<file path="src/rtl/i2c_tgt_pkg.sv">
package i2c_tgt_pkg;
  localparam int BYTE_W  = 8;
  localparam int STRAP_W = 2;
  localparam logic [4:0] ID_PREFIX = 5'b01010;

  typedef enum logic [2:0] {
    S_IDLE, S_RX, S_RX_ACK, S_TX, S_TX_ACK, S_SKIP
  } eng_state_t;

  typedef enum logic [1:0] {
    K_ID, K_ADDR, K_DATA, K_DONE
  } rx_kind_t;
endpackage

</file>
<file path="src/rtl/i2c_line_filter.sv">
module i2c_line_filter #(
  parameter int SYNC_STAGES = 2,
  parameter int FILT_CYC    = 7
) (
  input  logic clk,
  input  logic rst_n,
  input  logic raw_i,
  output logic clean_o
);
  localparam int CW = $clog2(FILT_CYC + 1);

  logic [SYNC_STAGES-1:0] sync_q;
  logic [CW-1:0]          cnt_q;
  logic                   clean_q;
  logic                   s_lvl;

  assign s_lvl   = sync_q[SYNC_STAGES-1];
  assign clean_o = clean_q;

  always_ff @(posedge clk or negedge rst_n) begin
    if (!rst_n) sync_q <= '1;
    else        sync_q <= {sync_q[SYNC_STAGES-2:0], raw_i};
  end

  // a new level is accepted only after it has held FILT_CYC cycles in a row
  always_ff @(posedge clk or negedge rst_n) begin
    if (!rst_n) begin
      cnt_q   <= '0;
      clean_q <= 1'b1;
    end else if (s_lvl == clean_q) begin
      cnt_q <= '0;
    end else if (cnt_q == CW'(FILT_CYC - 1)) begin
      cnt_q   <= '0;
      clean_q <= s_lvl;
    end else begin
      cnt_q <= cnt_q + 1'b1;
    end
  end
endmodule

</file>
<file path="src/rtl/i2c_bus_events.sv">
module i2c_bus_events (
  input  logic clk,
  input  logic rst_n,
  input  logic scl_f,
  input  logic sda_f,
  input  logic boot_busy,
  output logic scl_rise,
  output logic scl_fall,
  output logic ev_start,
  output logic ev_stop
);
  logic scl_d, sda_d;

  always_ff @(posedge clk or negedge rst_n) begin
    if (!rst_n) begin
      scl_d <= 1'b1;
      sda_d <= 1'b1;
    end else begin
      scl_d <= scl_f;
      sda_d <= sda_f;
    end
  end

  assign scl_rise = scl_f & ~scl_d;
  assign scl_fall = ~scl_f & scl_d;
  assign ev_start = scl_f & scl_d & sda_d & ~sda_f & ~boot_busy;
  assign ev_stop  = scl_f & scl_d & ~sda_d & sda_f;
endmodule

</file>
<file path="src/rtl/i2c_byte_engine.sv">
module i2c_byte_engine
  import i2c_tgt_pkg::*;
(
  input  logic               clk,
  input  logic               rst_n,
  input  logic               sda_f,
  input  logic               scl_rise,
  input  logic               scl_fall,
  input  logic               ev_start,
  input  logic               ev_stop,
  input  logic [STRAP_W-1:0] strap,
  input  logic               wr_ready,
  input  logic [BYTE_W-1:0]  rd_data,
  output logic               sda_oe,
  output logic               wr_valid,
  output logic [BYTE_W-1:0]  wr_addr,
  output logic [BYTE_W-1:0]  wr_data,
  output logic               rd_req,
  output logic [BYTE_W-1:0]  rd_addr,
  output logic               stop_pulse,
  output logic               idle
);
  localparam logic [3:0] LAST_BIT = 4'(BYTE_W);

  eng_state_t        state_q;
  rx_kind_t          kind_q;
  logic [3:0]        cnt_q;
  logic [BYTE_W-1:0] rx_sh, tx_sh, ptr_q;
  logic              go_tx_q, host_ack_q, wrote_q, commit_q;
  logic              id_ok, byte_end, load_tx;

  assign id_ok    = (rx_sh[7:3] == ID_PREFIX) && (rx_sh[2:1] == strap);
  assign byte_end = scl_fall && (cnt_q == LAST_BIT);
  assign load_tx  = !ev_start && !ev_stop && scl_fall &&
                    (((state_q == S_RX_ACK) && go_tx_q) ||
                     ((state_q == S_TX_ACK) && host_ack_q));

  assign rd_req  = load_tx;
  assign rd_addr = ptr_q;
  assign idle    = (state_q == S_IDLE);

  always_ff @(posedge clk or negedge rst_n) begin
    if (!rst_n) begin
      state_q    <= S_IDLE;
      kind_q     <= K_ID;
      cnt_q      <= '0;
      rx_sh      <= '0;
      tx_sh      <= '0;
      ptr_q      <= '0;
      go_tx_q    <= 1'b0;
      host_ack_q <= 1'b0;
      wrote_q    <= 1'b0;
      commit_q   <= 1'b0;
      sda_oe     <= 1'b0;
      wr_valid   <= 1'b0;
      wr_addr    <= '0;
      wr_data    <= '0;
      stop_pulse <= 1'b0;
    end else begin
      stop_pulse <= 1'b0;
      if (wr_valid && wr_ready) wr_valid <= 1'b0;
      // commit waits until the last write beat has been taken
      if (commit_q && !wr_valid) begin
        stop_pulse <= 1'b1;
        commit_q   <= 1'b0;
      end

      if (ev_stop) begin
        state_q <= S_IDLE;
        sda_oe  <= 1'b0;
        if (wrote_q) commit_q <= 1'b1;
        wrote_q <= 1'b0;
      end else if (ev_start) begin
        state_q <= S_RX;
        kind_q  <= K_ID;
        cnt_q   <= '0;
        sda_oe  <= 1'b0;
      end else if (load_tx) begin
        tx_sh   <= rd_data;
        sda_oe  <= ~rd_data[BYTE_W-1];
        cnt_q   <= '0;
        state_q <= S_TX;
      end else begin
        unique case (state_q)
          S_RX: begin
            if (scl_rise) begin
              rx_sh <= {rx_sh[BYTE_W-2:0], sda_f};
              cnt_q <= cnt_q + 1'b1;
            end else if (byte_end) begin
              cnt_q <= '0;
              unique case (kind_q)
                K_ID: begin
                  if (id_ok) begin
                    sda_oe  <= 1'b1;
                    state_q <= S_RX_ACK;
                    go_tx_q <= rx_sh[0];
                    kind_q  <= K_ADDR;
                  end else begin
                    state_q <= S_SKIP;
                  end
                end
                K_ADDR: begin
                  ptr_q   <= rx_sh;
                  sda_oe  <= 1'b1;
                  state_q <= S_RX_ACK;
                  go_tx_q <= 1'b0;
                  kind_q  <= K_DATA;
                end
                K_DATA: begin
                  wr_valid <= 1'b1;
                  wr_addr  <= ptr_q;
                  wr_data  <= rx_sh;
                  wrote_q  <= 1'b1;
                  sda_oe   <= 1'b1;
                  state_q  <= S_RX_ACK;
                  go_tx_q  <= 1'b0;
                  kind_q   <= K_DONE;
                end
                default: state_q <= S_SKIP;
              endcase
            end
          end
          S_RX_ACK: begin
            if (scl_fall) begin
              sda_oe  <= 1'b0;
              state_q <= (kind_q == K_DONE) ? S_SKIP : S_RX;
            end
          end
          S_TX: begin
            if (scl_rise) begin
              cnt_q <= cnt_q + 1'b1;
            end else if (byte_end) begin
              sda_oe  <= 1'b0;
              state_q <= S_TX_ACK;
            end else if (scl_fall) begin
              tx_sh  <= {tx_sh[BYTE_W-2:0], 1'b0};
              sda_oe <= ~tx_sh[BYTE_W-2];
            end
          end
          S_TX_ACK: begin
            if (scl_rise)      host_ack_q <= ~sda_f;
            else if (scl_fall) state_q    <= S_SKIP;
          end
          default: ;
        endcase
      end
    end
  end
endmodule

</file>
<file path="src/rtl/i2c_regtarget.sv">
module i2c_regtarget
  import i2c_tgt_pkg::*;
#(
  parameter int SYNC_STAGES = 2,
  parameter int FILT_CYC    = 7
) (
  input  logic               clk,
  input  logic               rst_n,
  input  logic               scl_i,
  input  logic               sda_i,
  output logic               sda_oe,
  input  logic [STRAP_W-1:0] strap,
  input  logic               boot_busy,
  output logic               wr_valid,
  input  logic               wr_ready,
  output logic [BYTE_W-1:0]  wr_addr,
  output logic [BYTE_W-1:0]  wr_data,
  output logic               rd_req,
  output logic [BYTE_W-1:0]  rd_addr,
  input  logic [BYTE_W-1:0]  rd_data,
  output logic               stop_pulse
);
  localparam int NLINES = 2;

  logic [NLINES-1:0] raw_lines, clean_lines;
  logic scl_clean, sda_clean;
  logic scl_rise, scl_fall, ev_start, ev_stop;
  logic eng_idle;

  assign raw_lines = {scl_i, sda_i};
  assign scl_clean = clean_lines[1];
  assign sda_clean = clean_lines[0];

  for (genvar g = 0; g < NLINES; g++) begin : g_line
    i2c_line_filter #(
      .SYNC_STAGES(SYNC_STAGES),
      .FILT_CYC   (FILT_CYC)
    ) u_filt (
      .clk    (clk),
      .rst_n  (rst_n),
      .raw_i  (raw_lines[g]),
      .clean_o(clean_lines[g])
    );
  end

  i2c_bus_events u_ev (
    .clk      (clk),
    .rst_n    (rst_n),
    .scl_f    (scl_clean),
    .sda_f    (sda_clean),
    .boot_busy(boot_busy),
    .scl_rise (scl_rise),
    .scl_fall (scl_fall),
    .ev_start (ev_start),
    .ev_stop  (ev_stop)
  );

  i2c_byte_engine u_eng (
    .clk       (clk),
    .rst_n     (rst_n),
    .sda_f     (sda_clean),
    .scl_rise  (scl_rise),
    .scl_fall  (scl_fall),
    .ev_start  (ev_start),
    .ev_stop   (ev_stop),
    .strap     (strap),
    .wr_ready  (wr_ready),
    .rd_data   (rd_data),
    .sda_oe    (sda_oe),
    .wr_valid  (wr_valid),
    .wr_addr   (wr_addr),
    .wr_data   (wr_data),
    .rd_req    (rd_req),
    .rd_addr   (rd_addr),
    .stop_pulse(stop_pulse),
    .idle      (eng_idle)
  );
endmodule

</file>
<file path="config.mk">
export PLATFORM = sky130hd
export DESIGN_NAME = i2c_regtarget
export DESIGN_NICKNAME = d
export VERILOG_FILES = /design/src/rtl/i2c_tgt_pkg.sv /design/src/rtl/i2c_line_filter.sv /design/src/rtl/i2c_bus_events.sv /design/src/rtl/i2c_byte_engine.sv /design/src/rtl/i2c_regtarget.sv
export SDC_FILE = /design/constraint.sdc
export NUM_CORES = 1
export LEC_CHECK = 0
export BUFFER_PORTS_ARGS = -buffer_cell sky130_fd_sc_hd__clkbuf_2
export CAP_MARGIN = 0
export CORE_MARGIN = 4
export CORE_UTILIZATION = 35
export CTS_CLUSTER_DIAMETER = 80
export DETAILED_ROUTE_END_ITERATION = 12
export GPL_ROUTABILITY_DRIVEN = 0
export GPL_TIMING_DRIVEN = 0
export REMOVE_ABC_BUFFERS = 1
export SETUP_SLACK_MARGIN = 0.5
export SLEW_MARGIN = 20
export SYNTH_ARGS = -nofsm -noshare
export SYNTH_HDL_FRONTEND = slang
export SYNTH_SLANG_ARGS = --single-unit
</file>
<file path="constraint.sdc">
create_clock -name clk -period 2.5 [get_ports clk]
set_input_delay 0.25 -clock clk [delete_from_list [all_inputs] [get_ports clk]]
set_output_delay 0.25 -clock clk [all_outputs]
set_load 0.03 [all_outputs]
</file>
==> results of run 1 <==
==> metrics by stage <==
| step | std cells | setup slack, ns | setup TNS, ns |
|---|---|---|---|
| 2_1_floorplan | 263 | 0.418 | 0 |
| 3_3_place_gp | 414 | -0.00375 | -0.0215 |
| 3_5_place_dp | 415 | -0.0113 | -0.0643 |
| 4_1_cts | 442 | 0.483 | 0 |
| 5_1_grt | 452 | 0.435 | 0 |
| 6_report | 452 | 0.494 | 0 |
==> flip-flops by register name, indices dropped and copies added, names as in the netlist <==
register               flops
u_eng.kind_q               2
u_eng.sda_oe               1
u_ev.sda_d                 1
g_line.u_filt.cnt_q        6
u_eng.go_tx_q              1
u_eng.cnt_q                4
u_eng.state_q              3
u_eng.tx_sh                7
u_eng.rd_addr              8
u_eng.wrote_q              1
u_eng.wr_valid             1
u_eng.wr_data              8
u_eng.host_ack_q           1
g_line.u_filt.clean_o      2
u_eng.stop_pulse           1
u_eng.wr_addr              8
g_line.u_filt.sync_q       4
u_eng.rx_sh                8
u_ev.scl_d                 1
u_eng.commit_q             1
==> worst paths after layout <==
kind	from	to	slack, ns	cells after the start
worst max-delay path	u_eng.cnt_q[1]$_DFFE_PN0P_	u_eng.wr_data[2]$_DFFE_PN0P_	0.49	7
worst min-delay path	rd_data[0]	u_eng.tx_sh[0]$_DFFE_PN0P_	0.11	3
worst max register to register	u_eng.cnt_q[1]$_DFFE_PN0P_	u_eng.wr_data[2]$_DFFE_PN0P_	0.49	7
worst min register to register	g_line[1].u_filt.sync_q[0]$_DFF_PN1_	g_line[1].u_filt.sync_q[1]$_DFF_PN1_	0.36	0
max in group asynchronous	rst_n	g_line[1].u_filt.sync_q[0]$_DFF_PN1_	1.55	3
min in group asynchronous	rst_n	u_eng.state_q[2]$_DFFE_PN0P_	0.36	2
==> per-layer routing <==
| layer | vias to the layer above | global-route usage (%) |
|---|---|---|
| li1 | 1103 | - |
| met1 | 1150 | 17.0 |
| met2 | 52 | 20.6 |
| met3 | 13 | 3.35 |
| met4 | 0 | 6.08 |
| met5 | - | 0 |
==> worst register-to-register path, cell delays in order (launching register included) <==
cell	delay (ns)
dfrtp_1	0.40
inv_2	0.08
ha_4	0.13
and3b_2	0.22
nand2_2	0.08
nor3_4	0.28
and3_4	0.35
mux2_1	0.35
==> report_power, final <==
| group | switching (uW) | leakage [uW] | internal (uW) |
|---|---|---|---|
| sequential | 159 | 0.000886 | 1290 |
| clock | 430 | 0.000126 | 719 |
| combinational | 454 | 0.000953 | 402 |
==> timing repair <==
action | in CTS | in global routing
endpoints found under the setup margin | 23 | 31
pin swaps | 4 | 11
gates resized for setup | 15 | 26
cloned | 1 | 1
buffers inserted | 7 | 9
hold buffers | 3 | 0
hold endpoints to repair | 20 | 0
==> logic make-up after synthesis <==
group                      synth area share, %
and+or+nand+nor                           14.1
DFF                                       54.4
AOI/OAI and AO/OA                         10.4
muxes                                     13.9
buffers and inverters                     3.02
adders and majority gates                 2.74
xor gates and xnor gates                  1.37
==> synth_stat cells, drive strengths merged, types with 2 or more instances <==
cell | instances | share of area, %
a21oi | 13 | 2.5
a22o | 2 | 0.55
a22oi | 3 | 0.71
a31oi | 2 | 0.39
and2b | 2 | 0.47
and3b | 2 | 0.55
buf | 6 | 1.7
dfrtp | 61 | 48
dfstp | 8 | 6.6
ha | 7 | 2.7
inv | 10 | 1.2
mux2 | 35 | 12
mux2i | 5 | 1.6
nand2 | 25 | 2.9
nand2b | 8 | 1.8
nand3 | 3 | 0.47
nand3b | 3 | 0.71
nor2 | 18 | 2.1
nor2b | 6 | 1.2
nor3 | 6 | 1.1
nor3b | 4 | 0.94
o21ai | 6 | 0.94
o22ai | 3 | 0.59
o2bb2ai | 2 | 0.55
xnor2 | 4 | 1.1
==> area by class of cell <==
cell class / count / area, sq um
tap: 108 / 135
inverter: 11 / 42.5
timing repair buffer: 63 / 398
clock inverter: 5 / 106
multi-input combinational: 185 / 1530
clock buffer: 11 / 151
sequential: 69 / 1740
fill: 775 / 4710
==> summary.md, run 1 <==
| Metric | Value |
|---|---|
| Outcome | finished, final reports clean |
| Most frequent cells in the layout | dfrtp_1, clkbuf_2, nand2_1 |
| GRT overflow | 0 |
| CTS tree | yes |
| # rows | 34 |
| Port bufs | 43 |
| H-tree depth | 3 |
| Layout cell share with drive strength beyond 1 | 42.2% |
| Synthesized area | 3190 sq um |
| First-pass GRT wire length | 10.9 mm |
| TritonCTS Sinks | 69 |
| Antenna violations before repair | 0 |
| Reg clk slew, reported paths | 0.08 ns |
| Final Core Density | 46.6% |
| Crit-path cells | inv_2, ha_4, and3b_2, nand2_2, nor3_4, and3_4, mux2_1 |
| Post-DRT Antenna Nets | 0 |
| P per Cell Area | 842 nW/um^2 |
| Clock buffer count from CTS | 9 |
| Core box area | 8810 sq um |
| Register area share after synthesis | 54.4% |
| Io pins | 44 |
| WHS | 0.108 ns |
| Slowest cell on crit path | dfrtp_1 |
| Worst EP required | 2.73 ns |
| CP Launch Type | register |
| Longest Clk Path Bufs | 2 |
| Worst Max-Slew Pin Slew | 0.518 ns |
| Die area | 10700 sq um |
| Final setup vio count | 0 |
| Ant diodes | 0 |
| Die H | 103 um |
| Largest net degree at the start of global routing | 51 |
| Routed metal-1 wire length | 3.07 mm |
| Vias in the first global route | 2285 |
| Hpwl dp | 4.31 mm |
| Final worst-path cycle share | 80.3% |
| CP top delay family | simple AND/OR/NAND/NOR gates |
| Mapped Avg Cell Area | 11.9 sq um |
| WP data arrival | 2.24 ns |
| Die Span X | 103 um |
| Slew Limit Fails | 0 |
| Max cap viols | 0 |
| Critical path endpoint category | register |
| Fraction of registers with async set/reset | 100% |
| Drt total wl | 6.92 mm |
| Commonest non-fill, non-tap cell in the layout | dfrtp_1 |
| Starting density of the core | 36.2% |
| Metal3 WL | 325 um |
| LEAKAGE | 0.00197 uW |
| First DRT Iteration DRCs | 144 |
| CP Buf/Inv Count | 1 |
| F_max | 498 MHz |
| Layout area overhead | 28.5% |
| Clock latency on the worst-skew pair | 0.35 ns |
| Post-placement cell area | 3520 sq um |
| Final #Nets | 362 |
| Design Area, Final | 4100 sq um |
| Max incr delay on CP | 0.40 ns |
| Routed wl met2 | 3.41 mm |
| Routed vias/inst | 5.13 |
| Total power | 3450 uW |
| Synth warn | 0 |
| Syn Inst Count | 269 |
| Relative slew slack | 65.4% |
| DR WL/cell | 15.3 um |
| Drt drc | 0 |
| Max Used Layer | met4 |
| RSZ-0062 raised after global routing | true |
| Hold WC Path Type | in -> reg |
| Final hold viol count | 0 |
| Number of synthesized flops with an enable pin | 0 |
| Crit path kind | reg -> reg |
| Via Count | 2318 |
| DRT Pass-1 Iters | 4 |
| Root Buffer Master | clkbuf_8 |
| Worst VDD drop | 0.000591 V |
| Netlist cell types | 59 |
| CP max FO | 8 |
| Post-synth top flop | dfrtp_1 |
| Clk_skew | 0.00594 ns |
| Overall Global Routing Usage | 13.1% |
| Yosys reg bits | 69 |
| Tmin final | 2.01 ns |
No activity file was read; power rests on OpenSTA's default activity.
==> run 2: changes to the inputs <==
clock period = 2.03 ns   (was 2.5 ns; I/O delays follow)
==> summary.md, run 2 (synthesis results as in run 1) <==
| Metric | Value |
|---|---|
| Crit path kind | reg -> reg |
| F_max | 524 MHz |
| Final worst-path cycle share | 94.1% |
| Worst EP required | 2.26 ns |
| Root Buffer Master | clkbuf_8 |
| GRT overflow | 0 |
| Final Core Density | 49.5% |
| Layout cell share with drive strength beyond 1 | 50.4% |
| Hold WC Path Type | in -> reg |
| Worst Max-Slew Pin Slew | 0.478 ns |
| # rows | 34 |
| Core box area | 8810 sq um |
| Overall Global Routing Usage | 14.4% |
| Die area | 10700 sq um |
| First-pass GRT wire length | 11.9 mm |
| Final #Nets | 381 |
| DRT Pass-1 Iters | 4 |
| Critical path endpoint category | register |
| Io pins | 44 |
| Routed vias/inst | 5.14 |
| Post-DRT Antenna Nets | 0 |
| First DRT Iteration DRCs | 145 |
| Antenna violations before repair | 0 |
| H-tree depth | 3 |
| TritonCTS Sinks | 69 |
| Worst VDD drop | 0.000762 V |
| Max incr delay on CP | 0.60 ns |
| Reg clk slew, reported paths | 0.08 ns |
| Slowest cell on crit path | dfstp_2 |
| Outcome | finished, final reports clean |
| Port bufs | 43 |
| Most frequent cells in the layout | dfrtp_1, clkbuf_2, buf_4 |
| Max cap viols | 0 |
| P per Cell Area | 1030 nW/um^2 |
| Vias in the first global route | 2433 |
| Clock latency on the worst-skew pair | 0.35 ns |
| Starting density of the core | 36.2% |
| Ant diodes | 0 |
| Final setup vio count | 0 |
| Final hold viol count | 0 |
| LEAKAGE | 0.00210 uW |
| Die Span X | 103 um |
| Largest net degree at the start of global routing | 51 |
| Slew Limit Fails | 0 |
| CP Launch Type | register |
| CP max FO | 8 |
| Via Count | 2421 |
| WP data arrival | 2.14 ns |
| Drt total wl | 7.29 mm |
| Clock buffer count from CTS | 9 |
| Commonest non-fill, non-tap cell in the layout | dfrtp_1 |
| TNS Setup | 0 ns |
| Longest Clk Path Bufs | 2 |
| WHS | 0.0595 ns |
| CTS tree | yes |
| Relative slew slack | 68.1% |
| Crit-path cells | and2b_2, nand2_2, nor3_4, and3_4, mux2_4 |
| Drt drc | 0 |
| Clk_skew | 0.00642 ns |
| RSZ-0062 raised after global routing | true |
| Tmin final | 1.91 ns |
| Layout area overhead | 36.7% |
| Hpwl dp | 4.31 mm |
| DR WL/cell | 15.5 um |
| Die H | 103 um |
==> run 2: cell count changes in the layout (fill, tap and decap cells not counted), sizes merged <==
cell	before	now
buf	18	37
==> run 2: final cells by class <==
type	instances	area (sq um)
clock buffers	11	151
multi-input cells	185	1630
clock inverters	5	106
flip-flops and latches	69	1740
well taps	108	135
fillers	760	4440
inverters	11	46.3
repair buffers	82	556
==> run 2: layer usage <==
layer | up-vias | track usage (%) | share of wire, %
li1 | 1133 | - | -
met1 | 1219 | 18.4 | 43
met2 | 56 | 23.7 | 50
met3 | 13 | 4.09 | 5.1
met4 | 0 | 4.68 | 1.6
met5 | - | 0 | 0
==> run 2: metrics by stage <==
step	cells	setup WS [ns]	cell area (sq um)	power (uW)
3_3_place_gp	414	-0.474	3490	2570
5_1_grt	471	0.0714	4360	4710
4_1_cts	463	0.108	4220	4360
2_1_floorplan	263	-0.0521	3140	2380
6_report	471	0.120	4360	4480
3_5_place_dp	415	-0.481	3520	2620
==> run 2: final timing paths <==
| kind | from | endpoint | slack (ns) | depth (start not counted) |
|---|---|---|---|---|
| max | u_ev.scl_d$_DFF_PN1_ | u_eng.wr_addr[6]$_DFFE_PN0P_ | 0.12 | 5 |
| min | rd_data[0] | u_eng.tx_sh[0]$_DFFE_PN0P_ | 0.06 | 3 |
| max reg2reg | u_ev.scl_d$_DFF_PN1_ | u_eng.wr_addr[6]$_DFFE_PN0P_ | 0.12 | 5 |
| min reg2reg | g_line[1].u_filt.sync_q[0]$_DFF_PN1_ | g_line[1].u_filt.sync_q[1]$_DFF_PN1_ | 0.36 | 0 |
| max in group asynchronous | rst_n | g_line[1].u_filt.sync_q[0]$_DFF_PN1_ | 1.12 | 3 |
| min in group asynchronous | rst_n | u_eng.state_q[2]$_DFFE_PN0P_ | 0.31 | 2 |
==> run 2: where the power goes <==
group          total (uW)  switching, uW  leakage (uW)  internal [uW]
registers            1790            205      0.000886           1590
clock network        1420            532      0.000126            885
logic                1270            642       0.00109            626
==> run 2: timing repair <==
item | in CTS | in global routing
endpoints found under the setup margin | 53 | 52
setup buffers | 27 | 8
endpoints found under the hold margin | 20 | 0
pin swaps | 14 | 4
cloned | 2 | 0
hold buffers | 3 | 0
resized for setup | 52 | 21
==> run 2: critical path, delay by kind of cell, from the launching register on <==
kind          cells  cell delay (ns)
simple gates      4             0.87
mux               1             0.32
flops             1             0.60
==> run 3: changes to the inputs <==
CORE_ASPECT_RATIO = 1.75   (was unset)
RECOVER_POWER = 100   (was unset)
SYNTH_HIERARCHICAL = 1   (was unset)
==> summary.md, run 3 <==
| Metric | Value |
|---|---|
| Clock latency on the worst-skew pair | 0.33 ns |
| Clk_skew | 0.00431 ns |
| Final setup vio count | 0 |
| Hpwl dp | 4.90 mm |
| Tmin final | 2.03 ns |
| P per Cell Area | 885 nW/um^2 |
| Die area | 11200 sq um |
| Root Buffer Master | clkbuf_16 |
| WP data arrival | 2.24 ns |
| CP Buf/Inv Count | 0 |
| Worst Max-Slew Pin Slew | 1.22 ns |
| Final Core Density | 49.4% |
| Commonest non-fill, non-tap cell in the layout | dfrtp_1 |
| H-tree depth | 3 |
| Core box area | 9150 sq um |
| RSZ-0062 raised after global routing | true |
| Vias in the first global route | 2530 |
| Syn Inst Count | 268 |
| Layout cell share with drive strength beyond 1 | 41.9% |
| Post-DRT Antenna Nets | 0 |
| Critical path endpoint category | register |
| Drt drc | 0 |
| Metal3 WL | 313 um |
| Synthesized area | 3330 sq um |
| Most frequent cells in the layout | dfrtp_1, clkbuf_1, buf_4 |
| TritonCTS Sinks | 69 |
| Int Pwr | 3030 uW |
| Total power | 4000 uW |
| Largest net degree at the start of global routing | 51 |
| Routed metal-1 wire length | 2.75 mm |
| Sequential power share | 40.5% |
| CTS tree | yes |
| Final #Nets | 371 |
| Final WS setup | 0.00321 ns |
| Outcome | finished, final reports clean |
| Die Span X | 81.7 um |
| Mapped Avg Cell Area | 12.4 sq um |
| Crit-path cells | and2b_2, and4b_4, a221oi_4, o21a_1, mux2_2 |
| Io pins | 44 |
| Die H | 137 um |
| # rows | 46 |
| Antenna violations before repair | 0 |
| Slew Limit Fails | 0 |
| DRT Pass-1 Iters | 4 |
| Worst EP required | 2.24 ns |
| Hold WC Path Type | in -> reg |
| Via Count | 2404 |
| Post-placement cell area | 3660 sq um |
| First DRT Iteration DRCs | 99 |
| Max incr delay on CP | 0.55 ns |
| Clk pwr share | 45.0% |
| Layout filler cell count | 817 |
| Port bufs | 43 |
| Clock buffer count from CTS | 9 |
| Switching power | 970 uW |
| F_max | 493 MHz |
| Longest Clk Path Bufs | 2 |
| Design Area, Final | 4520 sq um |
| CP top delay family | flip-flops |
| Synth warn | 6 |
| Starting density of the core | 36.4% |
| Ant diodes | 0 |
| Max cap viols | 0 |
| Overall Global Routing Usage | 14.2% |
| Routed vias/inst | 5.08 |
| CP max FO | 7 |
| GRT overflow | 0 |
| Combinational share of power | 14.5% |
| DR WL/cell | 15.7 um |
| Max Used Layer | met4 |
| First-pass GRT wire length | 12.1 mm |
| Reg clk slew, reported paths | 0.06 ns |
| Layout area overhead | 35.8% |
| Routed wl met2 | 4.04 mm |
| Worst VDD drop | 0.000477 V |
| WHS | 0.0611 ns |
| LEAKAGE | 0.00211 uW |
| Worst slack, placed | -0.881 ns |
| Crit path kind | reg -> reg |
| Final worst-path cycle share | 99.8% |
| CP Launch Type | register |
| Relative slew slack | 18.8% |
| Slowest cell on crit path | dfstp_2 |
| Switching share of power | 24.3% |
| Final hold viol count | 0 |
| Drt total wl | 7.41 mm |
==> run 3: final timing paths <==
| kind | slack [ns] | depth (start not counted) | from | endpoint |
|---|---|---|---|---|
| max | 0.003 | 5 | g_line[1].u_filt/clean_o$_DFFE_PN1P_ | u_eng/state_q[1]$_DFFE_PN0P_ |
| min | 0.06 | 2 | wr_ready | u_eng/wr_valid$_DFF_PN0_ |
| max in group asynchronous | 0.50 | 3 | rst_n | g_line[0].u_filt/sync_q[0]$_DFF_PN1_ |
| min in group asynchronous | 0.65 | 2 | rst_n | u_eng/wr_valid$_DFF_PN0_ |
| max reg2reg | 0.003 | 5 | g_line[1].u_filt/clean_o$_DFFE_PN1P_ | u_eng/state_q[1]$_DFFE_PN0P_ |
| min reg2reg | 0.35 | 0 | g_line[0].u_filt/sync_q[0]$_DFF_PN1_ | g_line[0].u_filt/sync_q[1]$_DFF_PN1_ |
==> run 3: what timing repair did <==
action                                  CTS  global route
buffers inserted                         25             6
pin swaps                                29             9
hold endpoints to repair                 21             0
endpoints found under the setup margin   55            54
resized for setup                        52            14
hold buffers                              3             0
==> run 3: layout make-up <==
| class | instances | area, sq um | share of cell area, % |
|---|---|---|---|
| clock buffers | 10 | 239 | 5.29 |
| clock inverters | 6 | 110 | 2.44 |
| inverters | 18 | 67.6 | 1.50 |
| multi-input cells | 172 | 1700 | 37.5 |
| flip-flops and latches | 69 | 1740 | 38.5 |
| well taps | 120 | 150 | 3.32 |
| repair buffers | 78 | 518 | 11.5 |
==> run 3: power groups by stage <==
stage	combinational, uW	sequential [uW]	clock [uW]
final	581	1620	1800
after global routing	635	1630	1900
after CTS	534	1610	1850
after detailed placement	399	1630	0
after global placement	381	1630	0
after floorplan	278	1620	0
==> run 3: through the flow <==
stage                     setup TNS (ns)  instances
after CTS                         -0.395        467
final                                  0        473
after global placement            -32.28        422
after detailed placement          -33.03        423
after global routing               -1.33        473
after floorplan                    -3.96        259
==> run 3: per-layer routing <==
| layer | track usage, % | vias up |
|---|---|---|
| li1 | - | 1132 |
| met1 | 14.4 | 1203 |
| met2 | 25.4 | 51 |
| met3 | 2.83 | 18 |
| met4 | 9.43 | 0 |
| met5 | 0 | - |
